## config.mk

```make
export PLATFORM = sky130hd
export DESIGN_NAME = ssp_burst_port
export DESIGN_NICKNAME = d
export VERILOG_FILES = /design/src/rtl/ssp_pkg.sv /design/src/rtl/ssp_fifo.sv /design/src/rtl/ssp_datapath.sv /design/src/rtl/ssp_control.sv /design/src/rtl/ssp_burst_port.sv
export SDC_FILE = /design/constraint.sdc
export NUM_CORES = 1
export LEC_CHECK = 0
export BUFFER_PORTS_ARGS = -buffer_cell sky130_fd_sc_hd__buf_2
export CAP_MARGIN = 10
export CORE_AREA = 2 2 122 124
export DETAILED_ROUTE_END_ITERATION = 7
export DIE_AREA = 0 0 124 126
export PLACE_DENSITY = 0.78
export SETUP_SLACK_MARGIN = 0.4
export SLEW_MARGIN = 20
export SYNTH_ARGS = -nofsm -noshare
export SYNTH_HDL_FRONTEND = slang
export SYNTH_HIERARCHICAL = 1
export SYNTH_SLANG_ARGS = --single-unit
```

## constraint.sdc

```tcl
create_clock -name clk -period 7.85 [get_ports clk]
set_input_delay 0.785 -clock clk [delete_from_list [all_inputs] [get_ports clk]]
set_output_delay 0.785 -clock clk [all_outputs]
set_load 0.02 [all_outputs]
```

## src/rtl/ssp_pkg.sv

```systemverilog
package ssp_pkg;

  typedef enum logic [1:0] {
    TX_IDLE,
    TX_SYNC,
    TX_LOADED,
    TX_SHIFT
  } txState_t;

  typedef enum logic [1:0] {
    RX_IDLE,
    RX_ARMED,
    RX_SHIFT
  } rxState_t;

  // strobes from control to datapath
  typedef struct packed {
    logic txPop;
    logic txShift;
    logic rxShift;
    logic rxPush;
    logic clear;
  } sspStrobes_t;

endpackage

```

## src/rtl/ssp_fifo.sv

```systemverilog
module ssp_fifo #(
  parameter int WIDTH = 16,
  parameter int DEPTH = 4
) (
  input  logic             clk,
  input  logic             rstN,
  input  logic             clear,
  input  logic             push,
  input  logic [WIDTH-1:0] pushData,
  input  logic             pop,
  output logic [WIDTH-1:0] headData,
  output logic             empty,
  output logic             full
);
  localparam int  PW   = (DEPTH > 1) ? $clog2(DEPTH) : 1;
  localparam int  CW   = $clog2(DEPTH + 1);
  localparam bit  POW2 = ((DEPTH & (DEPTH - 1)) == 0) && (DEPTH > 1);

  logic [WIDTH-1:0] mem [DEPTH];
  logic [PW-1:0]    wrPtr, rdPtr, wrNext, rdNext;
  logic [CW-1:0]    count;
  logic             doPush, doPop;

  assign empty    = (count == '0);
  assign full     = (count == CW'(DEPTH));
  assign doPush   = push & ~full & ~clear;
  assign doPop    = pop & ~empty & ~clear;
  assign headData = mem[rdPtr];

  generate
    if (POW2) begin : gen_wrap_natural
      assign wrNext = wrPtr + PW'(1);
      assign rdNext = rdPtr + PW'(1);
    end else begin : gen_wrap_compare
      assign wrNext = (wrPtr == PW'(DEPTH - 1)) ? '0 : wrPtr + PW'(1);
      assign rdNext = (rdPtr == PW'(DEPTH - 1)) ? '0 : rdPtr + PW'(1);
    end
  endgenerate

  always_ff @(posedge clk) begin
    if (doPush) mem[wrPtr] <= pushData;
  end

  always_ff @(posedge clk or negedge rstN) begin
    if (!rstN) begin
      wrPtr <= '0;
      rdPtr <= '0;
      count <= '0;
    end else if (clear) begin
      wrPtr <= '0;
      rdPtr <= '0;
      count <= '0;
    end else begin
      if (doPush) wrPtr <= wrNext;
      if (doPop)  rdPtr <= rdNext;
      case ({doPush, doPop})
        2'b10:   count <= count + CW'(1);
        2'b01:   count <= count - CW'(1);
        default: count <= count;
      endcase
    end
  end
endmodule

```

## src/rtl/ssp_datapath.sv

```systemverilog
module ssp_datapath
  import ssp_pkg::*;
#(
  parameter int WORD_W = 16,
  parameter int DEPTH  = 4
) (
  input  logic              clk,
  input  logic              rstN,
  input  sspStrobes_t       strb,
  input  logic              wrEn,
  input  logic [WORD_W-1:0] wrData,
  input  logic              rdEn,
  output logic [WORD_W-1:0] rdData,
  input  logic              serIn,
  output logic              txBit,
  output logic              txEmpty,
  output logic              txFull,
  output logic              rxEmpty,
  output logic              rxFull
);
  logic [WORD_W-1:0] txHead;
  logic [WORD_W-1:0] xmitShift;
  logic [WORD_W-1:0] recvShift;
  logic [WORD_W-1:0] recvWord;

  assign recvWord = {recvShift[WORD_W-2:0], serIn};
  assign txBit    = xmitShift[WORD_W-1];

  ssp_fifo #(.WIDTH(WORD_W), .DEPTH(DEPTH)) u_txQueue (
    .clk(clk), .rstN(rstN), .clear(strb.clear),
    .push(wrEn), .pushData(wrData),
    .pop(strb.txPop), .headData(txHead),
    .empty(txEmpty), .full(txFull)
  );

  ssp_fifo #(.WIDTH(WORD_W), .DEPTH(DEPTH)) u_rxQueue (
    .clk(clk), .rstN(rstN), .clear(strb.clear),
    .push(strb.rxPush), .pushData(recvWord),
    .pop(rdEn), .headData(rdData),
    .empty(rxEmpty), .full(rxFull)
  );

  always_ff @(posedge clk or negedge rstN) begin
    if (!rstN) begin
      xmitShift <= '0;
      recvShift <= '0;
    end else if (strb.clear) begin
      xmitShift <= '0;
      recvShift <= '0;
    end else begin
      if (strb.txPop)        xmitShift <= txHead;
      else if (strb.txShift) xmitShift <= {xmitShift[WORD_W-2:0], 1'b0};
      if (strb.rxShift)      recvShift <= recvWord;
    end
  end
endmodule

```

## src/rtl/ssp_control.sv

```systemverilog
module ssp_control
  import ssp_pkg::*;
#(
  parameter int WORD_W = 16
) (
  input  logic        clk,
  input  logic        rstN,
  input  logic        portClear,
  input  logic        serClk,
  input  logic        rxFs,
  input  logic        wrEn,
  input  logic        txEmpty,
  input  logic        txFull,
  input  logic        rxFull,
  output sspStrobes_t strb,
  output logic        txFs,
  output logic        txOe,
  output logic        txIrq,
  output logic        rxIrq,
  output logic        txOverrun,
  output logic        rxOverrun
);
  localparam int CNT_W = $clog2(WORD_W + 1);
  localparam logic [CNT_W-1:0] TX_LAST = CNT_W'(WORD_W);
  localparam logic [CNT_W-1:0] RX_LAST = CNT_W'(WORD_W - 1);

  txState_t         txState;
  rxState_t         rxState;
  logic [CNT_W-1:0] txCnt, rxCnt;
  logic             serClkQ, serRise, serFall;

  assign serRise = serClk & ~serClkQ;
  assign serFall = ~serClk & serClkQ;

  always_comb begin
    strb       = '0;
    strb.clear = portClear;
    if (!portClear) begin
      strb.txPop   = (txState == TX_SYNC) && serFall;
      strb.txShift = (txState == TX_SHIFT) && serRise && (txCnt != TX_LAST);
      strb.rxShift = serFall && (((rxState == RX_ARMED) && !rxFs) ||
                                 (rxState == RX_SHIFT));
      strb.rxPush  = serFall && (rxState == RX_SHIFT) && (rxCnt == RX_LAST);
    end
  end

  always_ff @(posedge clk or negedge rstN) begin
    if (!rstN) serClkQ <= 1'b0;
    else       serClkQ <= serClk;
  end

  // transmit sequencing
  always_ff @(posedge clk or negedge rstN) begin
    if (!rstN) begin
      txState <= TX_IDLE;
      txCnt   <= '0;
      txFs    <= 1'b0;
      txOe    <= 1'b0;
      txIrq   <= 1'b0;
    end else if (portClear) begin
      txState <= TX_IDLE;
      txCnt   <= '0;
      txFs    <= 1'b0;
      txOe    <= 1'b0;
      txIrq   <= 1'b0;
    end else begin
      txIrq <= 1'b0;
      case (txState)
        TX_IDLE: if (serRise && !txEmpty) begin
          txFs    <= 1'b1;
          txState <= TX_SYNC;
        end
        TX_SYNC: if (serFall) begin
          txIrq   <= 1'b1;
          txState <= TX_LOADED;
        end
        TX_LOADED: if (serRise) begin
          txFs    <= 1'b0;
          txOe    <= 1'b1;
          txCnt   <= CNT_W'(1);
          txState <= TX_SHIFT;
        end
        TX_SHIFT: if (serRise) begin
          if (txCnt == TX_LAST) begin
            txOe <= 1'b0;
            if (!txEmpty) begin
              txFs    <= 1'b1;
              txState <= TX_SYNC;
            end else begin
              txIrq   <= 1'b1;
              txState <= TX_IDLE;
            end
          end else begin
            txCnt <= txCnt + CNT_W'(1);
          end
        end
        default: txState <= TX_IDLE;
      endcase
    end
  end

  // receive sequencing
  always_ff @(posedge clk or negedge rstN) begin
    if (!rstN) begin
      rxState <= RX_IDLE;
      rxCnt   <= '0;
      rxIrq   <= 1'b0;
    end else if (portClear) begin
      rxState <= RX_IDLE;
      rxCnt   <= '0;
      rxIrq   <= 1'b0;
    end else begin
      rxIrq <= strb.rxPush & ~rxFull;
      if (serFall) begin
        case (rxState)
          RX_IDLE:  if (rxFs) rxState <= RX_ARMED;
          RX_ARMED: if (!rxFs) begin
            rxCnt   <= CNT_W'(1);
            rxState <= RX_SHIFT;
          end
          RX_SHIFT: begin
            if (rxCnt == RX_LAST) rxState <= RX_IDLE;
            else                  rxCnt   <= rxCnt + CNT_W'(1);
          end
          default: rxState <= RX_IDLE;
        endcase
      end
    end
  end

  // sticky error flags
  always_ff @(posedge clk or negedge rstN) begin
    if (!rstN) begin
      txOverrun <= 1'b0;
      rxOverrun <= 1'b0;
    end else if (portClear) begin
      txOverrun <= 1'b0;
      rxOverrun <= 1'b0;
    end else begin
      if (wrEn && txFull)        txOverrun <= 1'b1;
      if (strb.rxPush && rxFull) rxOverrun <= 1'b1;
    end
  end
endmodule

```

## src/rtl/ssp_burst_port.sv

```systemverilog
module ssp_burst_port
  import ssp_pkg::*;
#(
  parameter int WORD_W     = 16,
  parameter int FIFO_DEPTH = 4
) (
  input  logic              clk,
  input  logic              rstN,
  input  logic              portClear,
  input  logic              wrEn,
  input  logic [WORD_W-1:0] wrData,
  input  logic              rdEn,
  output logic [WORD_W-1:0] rdData,
  output logic              txReady,
  output logic              rxReady,
  output logic              txIrq,
  output logic              rxIrq,
  output logic              txOverrun,
  output logic              rxOverrun,
  input  logic              serClk,
  output logic              txFs,
  output logic              txData,
  output logic              txOe,
  input  logic              rxFs,
  input  logic              rxData
);
  sspStrobes_t strb;
  logic        txBit, txEmpty, txFull, rxEmpty, rxFull;

  ssp_control #(.WORD_W(WORD_W)) u_ctrl (
    .clk(clk), .rstN(rstN), .portClear(portClear),
    .serClk(serClk), .rxFs(rxFs), .wrEn(wrEn),
    .txEmpty(txEmpty), .txFull(txFull), .rxFull(rxFull),
    .strb(strb), .txFs(txFs), .txOe(txOe),
    .txIrq(txIrq), .rxIrq(rxIrq),
    .txOverrun(txOverrun), .rxOverrun(rxOverrun)
  );

  ssp_datapath #(.WORD_W(WORD_W), .DEPTH(FIFO_DEPTH)) u_data (
    .clk(clk), .rstN(rstN), .strb(strb),
    .wrEn(wrEn), .wrData(wrData), .rdEn(rdEn), .rdData(rdData),
    .serIn(rxData), .txBit(txBit),
    .txEmpty(txEmpty), .txFull(txFull),
    .rxEmpty(rxEmpty), .rxFull(rxFull)
  );

  assign txReady = ~txFull;
  assign rxReady = ~rxEmpty;
  assign txData  = txBit & txOe;
endmodule

```

Word-level counts from Yosys, hierarchy flattened
Memories as Yosys holds them, arrays and structs flattened.
Cells that the tools add are included.
- order comparisons: 0
- $add $sub $neg: 10
- bitwise gates (word level): 18
- reductions and logical operators: 37
- shift operators: 0
- multiply operators: 0
- divide/modulo/power cells: 0
- equality and inequality tests: 25
- mux-type cells: 69
- operator list (kind ; number):
    $mux W16 ; 3
    $mux W5 ; 8
    $mux W2 ; 19
    $mux W15 ; 2
    $mux W1 ; 25
    $ne A3 B3 Y1 const B ; 7
    $pmux W5 S2 ; 2
    $reduce_and A4 Y1 ; 4
    $reduce_bool A2 Y1 ; 8
    $reduce_bool A3 Y1 ; 5
    $ne A3 B2 Y1 const B ; 4
    $pmux W3 S2 ; 2
    $and A1 B1 Y1 ; 11
    $add A5 B1 Y5 const B ; 2
    $eq A2 B2 Y1 const B ; 5
    $logic_and A1 B1 Y1 ; 10
    $add A2 B1 Y2 const B ; 4
    $eq A2 B1 Y1 const B ; 4
    $pmux W2 S4 ; 1
    $not A1 Y1 ; 7
    $add A3 B1 Y3 const B ; 2
    $eq A3 B3 Y1 const B ; 2
    $logic_not A3 Y1 ; 2
    $mux W3 ; 2
    14 further kinds ; 18
- logic and storage cells: 180
- memories kept: 2
- bits in writable memories: 128
- output and inout bits: 25
- bits in read-only memories: 0
- register bits after elaboration: 66
- bits in latches: 0
- memory list (memory ; words ; width ; rd ports ; clocked after memory_dff ; wr ports ; RTL line ; source):
    u_data.u_rxQueue.mem ; 4 ; 16 ; 1 ; 0 ; 1 ; ssp_fifo.sv:19 ; logic [WIDTH-1:0] mem [DEPTH];
    u_data.u_txQueue.mem ; 4 ; 16 ; 1 ; 0 ; 1 ; ssp_fifo.sv:19 ;

Depth between registers and ports, before layout
Gate-level depths: netlist of run 1.
- word-level depth: 10
- depth in mapped cells: 12

Hierarchy
The synthesis of run 1 kept the hierarchy.
- modules (own cells, without submodules) (module ; sequential area each (um^2) ; times used ; area an instance (um^2) ; cells an instance):
    ssp_fifo ; 2097.0 ; 2 ; 2862.7 ; 148
    ssp_datapath ; 775.7 ; 1 ; 1443.9 ; 119
    ssp_control ; 525.5 ; 1 ; 1285.0 ; 142
    ssp_burst_port ; 0.0 ; 1 ; 13.8 ; 3

Least setup slack after synthesis of run 1
Ideal clock, no wire load.
- path kind: input to register
- from: input port portClear
- to: register u_data.u_rxQueue.count[1]
- stages: 11
- setup time: 94 ps
- arrival time: 2801 ps
- path slack: 4955 ps
- cell sequence: clkbuf_1 > nor3b_1 > and3_1 > buf_2 > o21a_1 > nor3_1 > fa_1 > inv_1 > a311oi_1 > a21oi_1 > a211oi_1
- RTL lines (element ; RTL line ; source):
    from (decl) ; ssp_burst_port.sv:9 ; input logic portClear,
    to (signal assigned) ; ssp_fifo.sv:57 ; 2'b10: count <= count + CW'(1);
    to (signal assigned) ; ssp_fifo.sv:58 ; 2'b01: count <= count - CW'(1);
    to (signal assigned) ; ssp_fifo.sv:59 ; default: count <= count;
    to (decl) ; ssp_fifo.sv:21 ; logic [CW-1:0] count;

==> metrics.md, run 1 <==
| Metric | Value |
|---|---|
| Vias | `4637` |
| CTS Buf Count | `17` |
| Clk slew on worst S/H paths | `0.07 ns` |
| Die Y | `126 um` |
| Finished Cell Area | `9350 um^2` |
| CTS tree | `built` |
| Worst Clk Skew | `0.00723 ns` |
| Status | `completed` |
| Fmax achieved | `0.287 GHz` |
| Total grt overflow | `0` |
| CTS root buf | `clkbuf_16` |
| Critical Path RT | `8.12 ns` |
| Chip width | `124 um` |
| Slew @ Worst Pin | `0.878 ns` |
| Latest clock arrival within the worst-skew pair | `0.43 ns` |
| Worst ir drop on vdd | `189 uV` |
| Post-cts sizing count | `0` |
| FF+latch count, synth | `194` |
| CTS Sinks | `194` |
| Finish-stage setup viols | `0` |
| Largest cells by area after synthesis | `edfxtp_1, dfrtp_1, mux4_2` |
| CP Class | `in2reg` |
| Core Footprint | `14300 um^2` |
| Detailed-route vias per instance | `5.82` |
| Initial core utilization | `59.2%` |
| CP Capture Type | `flip-flop` |
| Die area | `15600 um^2` |
| Ratio of cells with drive above 1 in the final layout | `20.4%` |
| Hold Path Class | `reg2reg` |
| Post-synthesis sequential area ratio | `64.9%` |
| Vias in the first global route | `4675` |
| WP buf/inv | `3` |
| Syn Nets | `603` |
| Synth Warn # | `6` |
| Top-count cell post-synth | `edfxtp_1` |
| Post-route ant nets | `0` |
| Worst slew margin | `41.5%` |
| Synth Flop Type | `edfxtp_1` |
| Synth Instances | `560` |
| Max incr delay on CP | `0.72 ns` |
| Filler-free cell count of the finished design | `797` |
| Number of cell rows | `44` |
| Synthesized area per cell | `15.1 um^2` |
| Total GRT Usage | `20.0%` |
| Placed Instance Area | `8770 um^2` |
| Fin Setup TNS | `0 ns` |
| H-tree lvl count | `4` |
| Stages on worst setup path | `11` |
| Largest area contributor in the netlist | `edfxtp_1` |
| Crit Path Max Fanout | `68` |
| Period utilization | `44.3%` |
| Power density cells | `225 nW/um^2` |
| Layout area overhead | `10.4%` |
| Startpoint types | `primary input` |
| Pins Over Slew Limit | `0` |
| Leakage dissipation | `3.48 nW` |
| Hold Buf Count CTS | `0` |
| Critical Path AT | `3.75 ns` |
| Pre-Repair DR Iteration Count | `4` |
| Area of the mapped netlist | `8470 um^2` |
| Fin. Hold Viols | `0` |
| Commonest cells post-synth | `edfxtp_1, dfrtp_1, nor2_1` |
| Post-synth ARST share | `34.0%` |
| Tmin final | `3.48 ns` |
| DRT iter0 DRCs | `318` |
| Synth cell types | `50` |
| Crit-path cells | `buf_2 -> buf_4 -> nor3b_1 -> and2_1 -> nand2b_1 -> nor3_1 -> fa_1 -> inv_1 -> a311oi_1 -> a21oi_1 -> a211oi_1` |
| Largest net degree at the start of global routing | `69` |
| Diodes inserted | `0` |
| Initial antenna violation count | `0` |
| Yosys top cell area share | `45.4%` |
| Routed length per instance | `17.7 um` |
| Max cap viols | `0` |
| Placed insts | `765` |
| RSZ-0062 raised after global routing | `false` |
| Delay-heaviest family, CP | `simple AND/OR/NAND/NOR gates` |
| R2R depth | `10` |
| Global-route wire length before repair | `23700 um` |
| GPL Wtd Cong | `0.805` |
| # nets final | `643` |
| Setup repair bufs after CTS | `0` |
| Setup Slack @ Placement | `3.87 ns` |
| Worst hold margin | `0.512 ns` |
| Port bufs | `48` |
| EDFF count, synth | `128` |
| Final Worst Setup Slack | `4.37 ns` |
| Drc violations | `0` |
| Hold Path Depth | `2` |
| Drt total wl | `14100 um` |
| Slowest cell on crit path | `and2_1` |
| Ports | `49` |
| DP Wirelength | `8820 um` |
| Bufs on Longest Clock Path | `2` |
-- cell type report --
| type | count | area, um^2 |
|---|---|---|
| Fill cell | 1003 | 4970 |
| Tap cell | 184 | 230 |
| Clock buffer | 18 | 429 |
| Sequential cell | 194 | 5500 |
| Inverter | 17 | 63.8 |
| Clock inverter | 14 | 141 |
| Multi-Input combinational cell | 319 | 2720 |
| Timing Repair Buffer | 51 | 263 |
-- stage by stage --
stage | power [mW] | util [%]
final | 2.10 | 65.3
after global routing | 2.19 | 65.3
after CTS | 2.12 | 65.3
after detailed placement | 1.29 | 61.3
after global placement | 1.28 | 61.3
after floorplan | 1.25 | -
-- layer usage --
| metal | vias up | global-route usage (%) | part of all wire (%) |
|---|---|---|---|
| li1 | 2188 | - | - |
| met4 | 0 | 6.68 | 1.3 |
| met1 | 2339 | 26.8 | 44 |
| met5 | - | 0 | 0 |
| met2 | 97 | 32.9 | 51 |
| met3 | 13 | 4.17 | 3.9 |
-- worst min-delay path: cells and delay by family (launching register included) --
| family | cells | cell delay, ns |
|---|---|---|
| DFF | 1 | 0.35 |
| and+or+nand+nor | 1 | 0.08 |
| AOI/OAI and AO/OA | 1 | 0.04 |
-- sequential cells by signal, indices dropped and copies added (netlist names), 3 cells and up --
register / count
u_ctrl/txCnt: 5
u_data/u_rxQueue/mem: 64
u_data/u_rxQueue/count: 3
u_ctrl/rxCnt: 5
u_data/u_txQueue/mem: 64
u_data/xmitShift: 16
u_data/recvShift: 15
u_data/u_txQueue/count: 3
-- cell families (layout without fill, tap and decap cells) --
kind of cell	count (synthesis)	in the layout	share of synthesized area, %
multiplexers	68	68	12.8
adder cells (fa/ha/maj)	19	19	2.98
AO/OA/AOI/OAI	87	87	6.93
flip-flops	194	194	64.9
AND/OR/NAND/NOR	139	139	8.75
XOR/XNOR	6	6	0.621
buffers and inverters	47	100	3.04
-- report_power, final --
part | leakage [nW] | total (mW) | internal, mW | switching [mW]
combinational | 1.06 | 0.140 | 0.0553 | 0.0850
sequential | 2.13 | 1.13 | 1.11 | 0.0191
clock | 0.285 | 0.830 | 0.449 | 0.381
total | 3.48 | 2.10 | 1.62 | 0.485
-- placed cells by master (no fill, tap or decap), drive strengths merged, types with 5 or more instances in the layout --
cell type and n:
a211oi 20, a21oi 18, and2 12, buf 51, clkbuf 18, clkinv 5
dfrtp 66, edfxtp 128, ha 17, inv 25, mux2i 35, mux4 32
nand2 19, nand2b 15, nand3 5, nor2 40, nor2b 19, nor3 7
nor3b 6, o21ai 24
-- path summary, 6_finish.rpt --
check	to	start	slack, ns
max in group asynchronous	u_data/u_txQueue/rdPtr[0]$_DFFE_PN0P_	rstN	6.70
worst min-delay path	u_ctrl/rxOverrun$_DFFE_PN0P_	u_ctrl/rxOverrun$_DFFE_PN0P_	0.51
worst max-delay path	u_data/u_txQueue/count[1]$_DFFE_PN0P_	portClear	4.37
min in group asynchronous	u_ctrl/rxCnt[3]$_DFFE_PN0P_	rstN	0.55
worst min register to register	u_ctrl/rxOverrun$_DFFE_PN0P_	u_ctrl/rxOverrun$_DFFE_PN0P_	0.51
worst max register to register	u_data/u_txQueue/count[1]$_DFFE_PN0P_	u_ctrl/txState[1]$_DFFE_PN0P_	4.79
No activity file was read; power rests on OpenSTA's default activity.
==> run 2: changes to the inputs <==
- clock period: 7.85 -> 3.3 ns (I/O delays scaled with it)
==> run 2 against run 1 <==
  * Clock-buffer cell count decreased by 1
  * Sequential power grew 140%
  * Register-to-register slack got worse by 4.2 ns
  * Final cell count up 1.1%
  * First-iteration DRC count rose by 60%
  * Power is 140% higher
  * Worst setup slack got worse by 3.7 ns
  * Clock power is 140% higher
  * Hold slack worse by 0.43 ns
  * Via count is 0.56% higher
  * Routed wire length is 0.23% higher
  * Design area rose by 0.88%
  * Critical path type is now reg2reg
==> metrics.md, run 2 (synthesized netlist as in run 1, its figures left out) <==
| Metric | Value |
|---|---|
| Status | `completed` |
| Worst Clk Skew | `0.00680 ns (-0.000422 ns)` |
| Drt total wl | `14100 um (+0.23%)` |
| R2R depth | `11 (+1)` |
| Hold Path Class | `in2reg` |
| Max incr delay on CP | `0.52 ns (-0.20 ns)` |
| End of the critical path | `u_data/u_rxQueue/count[1]$_DFFE_PN0P_` |
| Fin Setup TNS | `0 ns (unchanged)` |
| CP Capture Type | `flip-flop` |
| Setup repair bufs after CTS | `0 (unchanged)` |
| DRT iter0 DRCs | `509 (+60%)` |
| Clk slew on worst S/H paths | `0.07 ns (about the same)` |
| Final Util | `65.9% (+0.58 points)` |
| Period utilization | `80.9%` |
| Ports | `49 (unchanged)` |
| Die Y | `126 um (unchanged)` |
| Port bufs | `48 (unchanged)` |
| Power density cells | `530 nW/um^2 (+140%)` |
| Critical Path RT | `3.63 ns (-4.49 ns)` |
| Drc violations | `0 (unchanged)` |
| CTS Sinks | `194 (unchanged)` |
| Fin. Hold Viols | `0 (unchanged)` |
| Tmin final | `2.67 ns` |
| Post-route ant nets | `0 (unchanged)` |
| Leakage dissipation | `3.55 nW (+2.0%)` |
| DP Wirelength | `9090 um (+3.1%)` |
| Fmax achieved | `0.375 GHz` |
| Most used cell, CP | `ha_1` |
| Fillers | `995 (-0.80%)` |
| R2r setup slk | `0.63 ns (-4.16 ns)` |
| Worst ir drop on vdd | `379 uV (+100%)` |
| Pre-Repair DR Iteration Count | `5 (+1)` |
| Finish-stage setup viols | `0 (unchanged)` |
| Delay-heaviest family, CP | `adder cells` |
| Crit Path Max Fanout | `14 (-79%)` |
| Diodes inserted | `0 (unchanged)` |
| Total GRT Usage | `20.1% (+0.053 points)` |
| Latest clock arrival within the worst-skew pair | `0.42 ns (about the same)` |
| Routed length per instance | `17.5 um (-0.89%)` |
| Initial antenna violation count | `0 (unchanged)` |
| H-tree lvl count | `4 (unchanged)` |
| Global-route wire length before repair | `23900 um (+0.78%)` |
| Vias in the first global route | `4702 (+0.58%)` |
| Die area | `15600 um^2 (unchanged)` |
| Most common cell after layout, fill and taps aside | `edfxtp_1` |
| CTS Buf Count | `17 (unchanged)` |
| Layout area overhead | `11.3%` |
| Pins Over Slew Limit | `0 (unchanged)` |
| Reg2reg end | `u_data/u_rxQueue/count[1]$_DFFE_PN0P_` |
| Core Footprint | `14300 um^2 (unchanged)` |
| Total grt overflow | `0 (unchanged)` |
| Critical Path AT | `2.99 ns (-0.76 ns)` |
| Chip width | `124 um (unchanged)` |
| Vias | `4663 (+0.56%)` |
| Crit-path cells | `ha_1 -> and3_1 -> ha_1 -> and3_4 -> o21a_1 -> nor3_1 -> fa_1 -> inv_1 -> a311oi_1 -> a21oi_1 -> a211oi_1` |
| Bufs on Longest Clock Path | `2 (unchanged)` |
| Number of cell rows | `44 (unchanged)` |
| Slowest cell on crit path | `fa_1` |
| Most frequent cells in the layout | `edfxtp_1, dfrtp_1, buf_2` |
| GPL Wtd Cong | `0.817 (+1.5%)` |
| Worst r2r src | `u_ctrl/rxCnt[0]$_DFFE_PN0P_` |
| # nets final | `652 (+1.4%)` |
| Max cap viols | `0 (unchanged)` |
| Slew @ Worst Pin | `0.873 ns (-0.00420 ns)` |
| Largest net degree at the start of global routing | `68 (-1.4%)` |
| Ratio of cells with drive above 1 in the final layout | `21.1% (+0.67 points)` |
| CTS root buf | `clkbuf_16` |
| RSZ-0062 raised after global routing | `false` |
| CP Class | `reg2reg` |
| Worst slew margin | `41.8% (+0.28 points)` |
| Largest registers | `u_data/u_rxQueue/mem (64), u_data/u_txQueue/mem (64), u_data/xmitShift (16)` |
| Startpoint types | `flip-flop` |
| Crit path from | `u_ctrl/rxCnt[0]$_DFFE_PN0P_` |
| Initial core utilization | `59.2% (unchanged)` |
| Stages on worst setup path | `11 (unchanged)` |
| Detailed-route vias per instance | `5.79 (-0.56%)` |
| CTS tree | `built` |
| WP buf/inv | `1 (-2)` |
==> run 2: changes by cell type in the layout (fill, tap and decap cells not counted), moves of 2 or more <==
cell      before  now
clkinv_1       1    3
dfrtp_1       64   66
buf_4          3   12
inv_8          4    2
dfrtp_2        2    0
clkinv_8       0    2
==> run 2: metal layers <==
layer	GRT usage [%]	share of wire, %	vias to the layer above
met5	0	0	-
met4	7.40	1.5	0
li1	-	-	2192
met2	31.5	50	106
met3	4.44	3.9	20
met1	27.9	45	2345
==> run 2: metrics by stage <==
stage	instance area (um^2)	setup slack (ns)	hold slack [ns]	instances	power, mW
CTS	9410	0.463	0.0607	805	5.03
finish	9430	0.630	0.0827	806	5.00
detailed placement	8830	0.471	0.492	773	3.07
global route	9430	0.428	0.0767	806	5.19
floorplan	8470	0.807	0.0344	560	2.96
global placement	8830	0.635	0.499	773	3.05
==> run 2: how the worst min path moves through the flow <==
stage | endpoint | cells after the start | slack, ns | from
6_report | u_ctrl/serClkQ$_DFF_PN0_ | 1 | 0.08 | serClk
5_1_grt | u_ctrl/serClkQ$_DFF_PN0_ | 1 | 0.08 | serClk
4_1_cts | u_ctrl/serClkQ$_DFF_PN0_ | 1 | 0.06 | serClk
3_5_place_dp | u_ctrl/rxOverrun$_DFFE_PN0P_ | 2 | 0.49 | u_ctrl/rxOverrun$_DFFE_PN0P_
3_3_place_gp | u_ctrl/serClkQ$_DFF_PN0_ | 1 | 0.50 | serClk
2_1_floorplan | u_ctrl/rxCnt[0]$_DFFE_PN0P_ | 0 | 0.03 | rstN
==> run 2: cell type report <==
| class | instances | area [um^2] | area share (%) |
|---|---|---|---|
| Timing Repair Buffer | 60 | 335 | 3.56 |
| Inverter | 17 | 63.8 | 0.677 |
| Tap cell | 184 | 230 | 2.44 |
| Clock inverter | 15 | 153 | 1.62 |
| Clock buffer | 17 | 425 | 4.51 |
| Sequential cell | 194 | 5500 | 58.3 |
| Multi-Input combinational cell | 319 | 2730 | 28.9 |
==> run 2: what timing repair did <==
action / 4_1_cts / 5_1_grt
resized for setup: 0 / 2
hold buffers: 0 / 1
endpoints found under the hold margin: 0 / 46
setup endpoints to repair: 0 / 1
==> run 2: report_power, final <==
group          switching (mW)  leakage, nW  total, mW  internal [mW]
Sequential             0.0432         2.15       2.69           2.64
Clock                   0.913        0.280       1.98           1.06
Combinational           0.205         1.11      0.338          0.133
Total                    1.16         3.55       5.00           3.84
==> run 3: changes to the inputs <==
- ABC_AREA: default -> 1
- CORE_AREA: 2 2 122 124 -> 2 2 123 125
- DIE_AREA: 0 0 124 126 -> 0 0 125 127
- clock period: 3.3 -> 2.7 ns (I/O delays scaled with it)
==> run 3 against run 2 <==
  * Clock skew is 0.0015 ns higher
  * Worst setup slack got worse by 0.25 ns
  * Sequential share of layout area down 2.0 points
  * Critical path depth rose by 5
  * First-iteration DRC count increased by 6.9%
  * Final cell count grew 34%
  * Synthesized cell count up 46%
  * Critical endpoint is now u_data/u_rxQueue/count[2]$_DFFE_PN0P_
==> metrics.md, run 3 <==
| Metric | Value |
|---|---|
| RSZ-0062 raised after global routing | `true` |
| Max cap viols | `0 (unchanged)` |
| Detailed-route vias per instance | `5.44 (-6.0%)` |
| Die area | `15900 um^2 (+1.6%)` |
| Layout area overhead | `13.2%` |
| Core Footprint | `14400 um^2 (+0.77%)` |
| Ports | `49 (unchanged)` |
| Chip width | `125 um (+0.81%)` |
| Drt total wl | `16100 um (+14%)` |
| Drc violations | `0 (unchanged)` |
| H-tree lvl count | `4 (unchanged)` |
| Largest net degree at the start of global routing | `43 (-37%)` |
| Worst Clk Skew | `0.00830 ns (+0.00150 ns)` |
| Worst Hold Launch | `wrData[11]` |
| Pwr Total | `7.21 mW (+44%)` |
| Startpoint types | `flip-flop` |
| Fillers | `1076 (+8.1%)` |
| Crit Path Max Fanout | `3 (-11)` |
| Most frequent cells in the layout | `nand2_1, edfxtp_1, nor2_1` |
| Fmax achieved | `0.431 GHz (+15%)` |
| Global-route wire length before repair | `26900 um (+12%)` |
| Critical Path AT | `2.64 ns (-0.35 ns)` |
| Clock network fraction of total power | `33.2% (-6.3 points)` |
| Total GRT Usage | `21.0% (+0.99 points)` |
| GPL Wtd Cong | `0.824 (+0.86%)` |
| Post-route ant nets | `0 (unchanged)` |
| Number of cell rows | `44 (unchanged)` |
| FF+latch count, synth | `194 (unchanged)` |
| Die Y | `127 um (+0.79%)` |
| Synth Warn # | `6 (unchanged)` |
| Routed length per instance | `14.9 um (-15%)` |
| Clk slew on worst S/H paths | `0.07 ns (about the same)` |
| Largest registers | `u_data/u_rxQueue/mem (64), u_data/u_txQueue/mem (64), u_data/xmitShift (16)` |
| Diodes inserted | `0 (unchanged)` |
| Commonest cells post-synth | `nand2_1, edfxtp_1, nor2_1` |
| Latest clock arrival within the worst-skew pair | `0.43 ns (about the same)` |
| Synth Instances | `819 (+46%)` |
| CP Capture Type | `flip-flop` |
| Bufs on Longest Clock Path | `2 (unchanged)` |
| Leakage dissipation | `4.12 nW (+16%)` |
| Synthesized area per cell | `10.5 um^2 (-30%)` |
| # nets final | `928 (+42%)` |
| Ratio of cells with drive above 1 in the final layout | `19.9% (-1.1 points)` |
| Vias | `5883 (+26%)` |
| CTS tree | `built` |
| Most common cell after layout, fill and taps aside | `nand2_1` |
| Area of the multi-input gates | `2690 um^2 (-1.5%)` |
| Initial antenna violation count | `0 (unchanged)` |
| Switching power | `2.22 mW (+91%)` |
| Sequential power share | `47.4% (-6.3 points)` |
| CTS Sinks | `194 (unchanged)` |
| Critical Path RT | `3.02 ns (-0.61 ns)` |
| CTS root buf | `clkbuf_16` |
| Vias in the first global route | `5712 (+21%)` |
| Period utilization | `85.9% (+5.0 points)` |
| Pre-Repair DR Iteration Count | `5 (unchanged)` |
| Reg area | `5500 um^2 (unchanged)` |
| Worst ir drop on vdd | `490 uV (+29%)` |
| Crit-path cells | `ha_2 -> nand2_2 -> nor2_2 -> ha_2 -> inv_2 -> nor3_4 -> nand2_2 -> nand2_2 -> inv_2 -> fa_2 -> xnor2_2 -> inv_1 -> nand2_1 -> nand2_1 -> nand2_1 -> nand2_1` |
| Crit path from | `u_ctrl/rxCnt[0]$_DFFE_PN0P_` |
| EDFF count, synth | `128 (unchanged)` |
| Synth cell types | `34 (-32%)` |
| Worst slew margin | `36.3% (-5.5 points)` |
| Status | `completed` |
| Slowest cell on crit path | `fa_2` |
| Fin Setup TNS | `0 ns (unchanged)` |
| Tmin final | `2.32 ns (-0.350 ns)` |
| Yosys top cell area share | `44.6% (-0.81 points)` |
| Most used cell, CP | `nand2_1` |
| Area of the mapped netlist | `8620 um^2 (+1.8%)` |
| Largest area contributor in the netlist | `edfxtp_1` |
| Pins Over Slew Limit | `0 (unchanged)` |
| CP Class | `reg2reg` |
| Post-synth ARST share | `34.0% (unchanged)` |
| Max incr delay on CP | `0.37 ns (-0.15 ns)` |
| CTS Buf Count | `17 (unchanged)` |
| Total grt overflow | `0 (unchanged)` |
| Power density cells | `739 nW/um^2 (+39%)` |
| Largest cells by area after synthesis | `edfxtp_1, dfrtp_1, nand2_1` |
| Fin. Hold Viols | `0 (unchanged)` |
| Hold Path Class | `in2reg` |
| Initial core utilization | `59.8% (+0.62 points)` |
| Worst r2r src | `u_ctrl/rxCnt[0]$_DFFE_PN0P_` |
| Syn Nets | `862 (+43%)` |
| Comb pwr share | `19.5% (+13 points)` |
| DP Wirelength | `9990 um (+9.8%)` |
| Post-synthesis sequential area ratio | `63.7% (-1.2 points)` |
| DRT iter0 DRCs | `544 (+6.9%)` |
| Internal power | `4.99 mW (+30%)` |
| Synth Flop Type | `edfxtp_1` |
| Sw frac | `30.8% (+7.6 points)` |
| Slew @ Worst Pin | `0.954 ns (+0.0810 ns)` |
| Finish-stage setup viols | `0 (unchanged)` |
| Top-count cell post-synth | `nand2_1` |
| Port bufs | `48 (unchanged)` |
run 3: changes by cell type after synthesis, moves of 16 or more:
cell     change
mux4_2      -32
nor2_1      +51
mux2i_1     -35
nand2_1    +143
nor2b_1     -19
o22ai_1     +29
nand3_1     +49
inv_1       +49
nand2_2     +16
o21ai_0     +65
run 3: worst paths after layout:
kind | endpoint | cells past startpoint | slack (ns)
max reg2reg | u_data/u_rxQueue/count[2]$_DFFE_PN0P_ | 16 | 0.38
min in group asynchronous | u_ctrl/txOe$_DFFE_PN0P_ | 2 | 0.38
max in group asynchronous | u_data/xmitShift[0]$_DFFE_PN0P_ | 3 | 1.69
min | u_data/u_txQueue/mem[1][11]$_DFFE_PP_ | 1 | 0.05
min reg2reg | u_ctrl/txFs$_DFFE_PN0P_ | 2 | 0.47
max | u_data/u_rxQueue/count[2]$_DFFE_PN0P_ | 16 | 0.38
run 3: worst max-delay path: cells and delay by family, from the launching register on:
| kind | cells | cell delay, ns |
|---|---|---|
| flip-flops | 1 | 0.36 |
| buffers and inverters | 3 | 0.15 |
| adder cells (fa/ha/maj) | 3 | 0.75 |
| XOR/XNOR | 1 | 0.19 |
| AND/OR/NAND/NOR | 9 | 0.76 |
run 3: layout make-up:
class                   instances  area share, %
repair buffers                 78           4.95
clock buffers                  18           4.40
inverters                      77           3.03
clock inverters                14           1.44
well taps                     184           2.36
flip-flops and latches        194           56.3
multi-input cells             517           27.5
run 3: cells by family after synthesis:
| logic type | Yosys count | synth area share [%] |
|---|---|---|
| AO/OA/AOI/OAI | 147 | 9.77 |
| flip-flops | 194 | 63.7 |
| AND/OR/NAND/NOR | 347 | 17.6 |
| buffers and inverters | 108 | 5.51 |
| XOR/XNOR | 4 | 0.406 |
| adder cells (fa/ha/maj) | 19 | 2.93 |
run 3: per-stage QoR:
stage          cells  setup WS (ns)  hold slack [ns]  cell area, um^2  utilization, %
2_1_floorplan    819          0.263          -0.0256             8630               -
3_3_place_gp    1040          0.308            0.306             9080            62.9
3_5_place_dp    1040          0.202            0.308             9080            62.9
4_1_cts         1078          0.411           0.0330             9700            67.2
5_1_grt         1082          0.223           0.0382             9760            67.7
6_report        1082          0.380           0.0463             9760            67.7
run 3: timing repair:
item                                   CTS  global route
setup endpoints to repair                1            11
resized for setup                        2            10
setup buffers                            4             4
endpoints found under the hold margin   25             0
hold buffers                             2             0
pin swaps                                4             8
run 3: power groups by stage:
| stage | Clock [mW] | Combinational, mW | Sequential, mW |
|---|---|---|---|
| 2_1_floorplan | 0 | 0.974 | 3.48 |
| 3_3_place_gp | 0 | 1.31 | 3.47 |
| 3_5_place_dp | 0 | 1.33 | 3.47 |
| 4_1_cts | 2.42 | 1.37 | 3.41 |
| 5_1_grt | 2.54 | 1.58 | 3.43 |
| 6_report | 2.39 | 1.40 | 3.41 |
run 3: routing by layer:
metal / up-vias / share of wire, % / global-route usage, %
li1: 2903 / - / -
met1: 2796 / 44 / 27.9
met2: 163 / 50 / 35.0
met3: 21 / 4.8 / 4.36
met4: 0 / 1.5 / 7.71
met5: - / 0 / 0
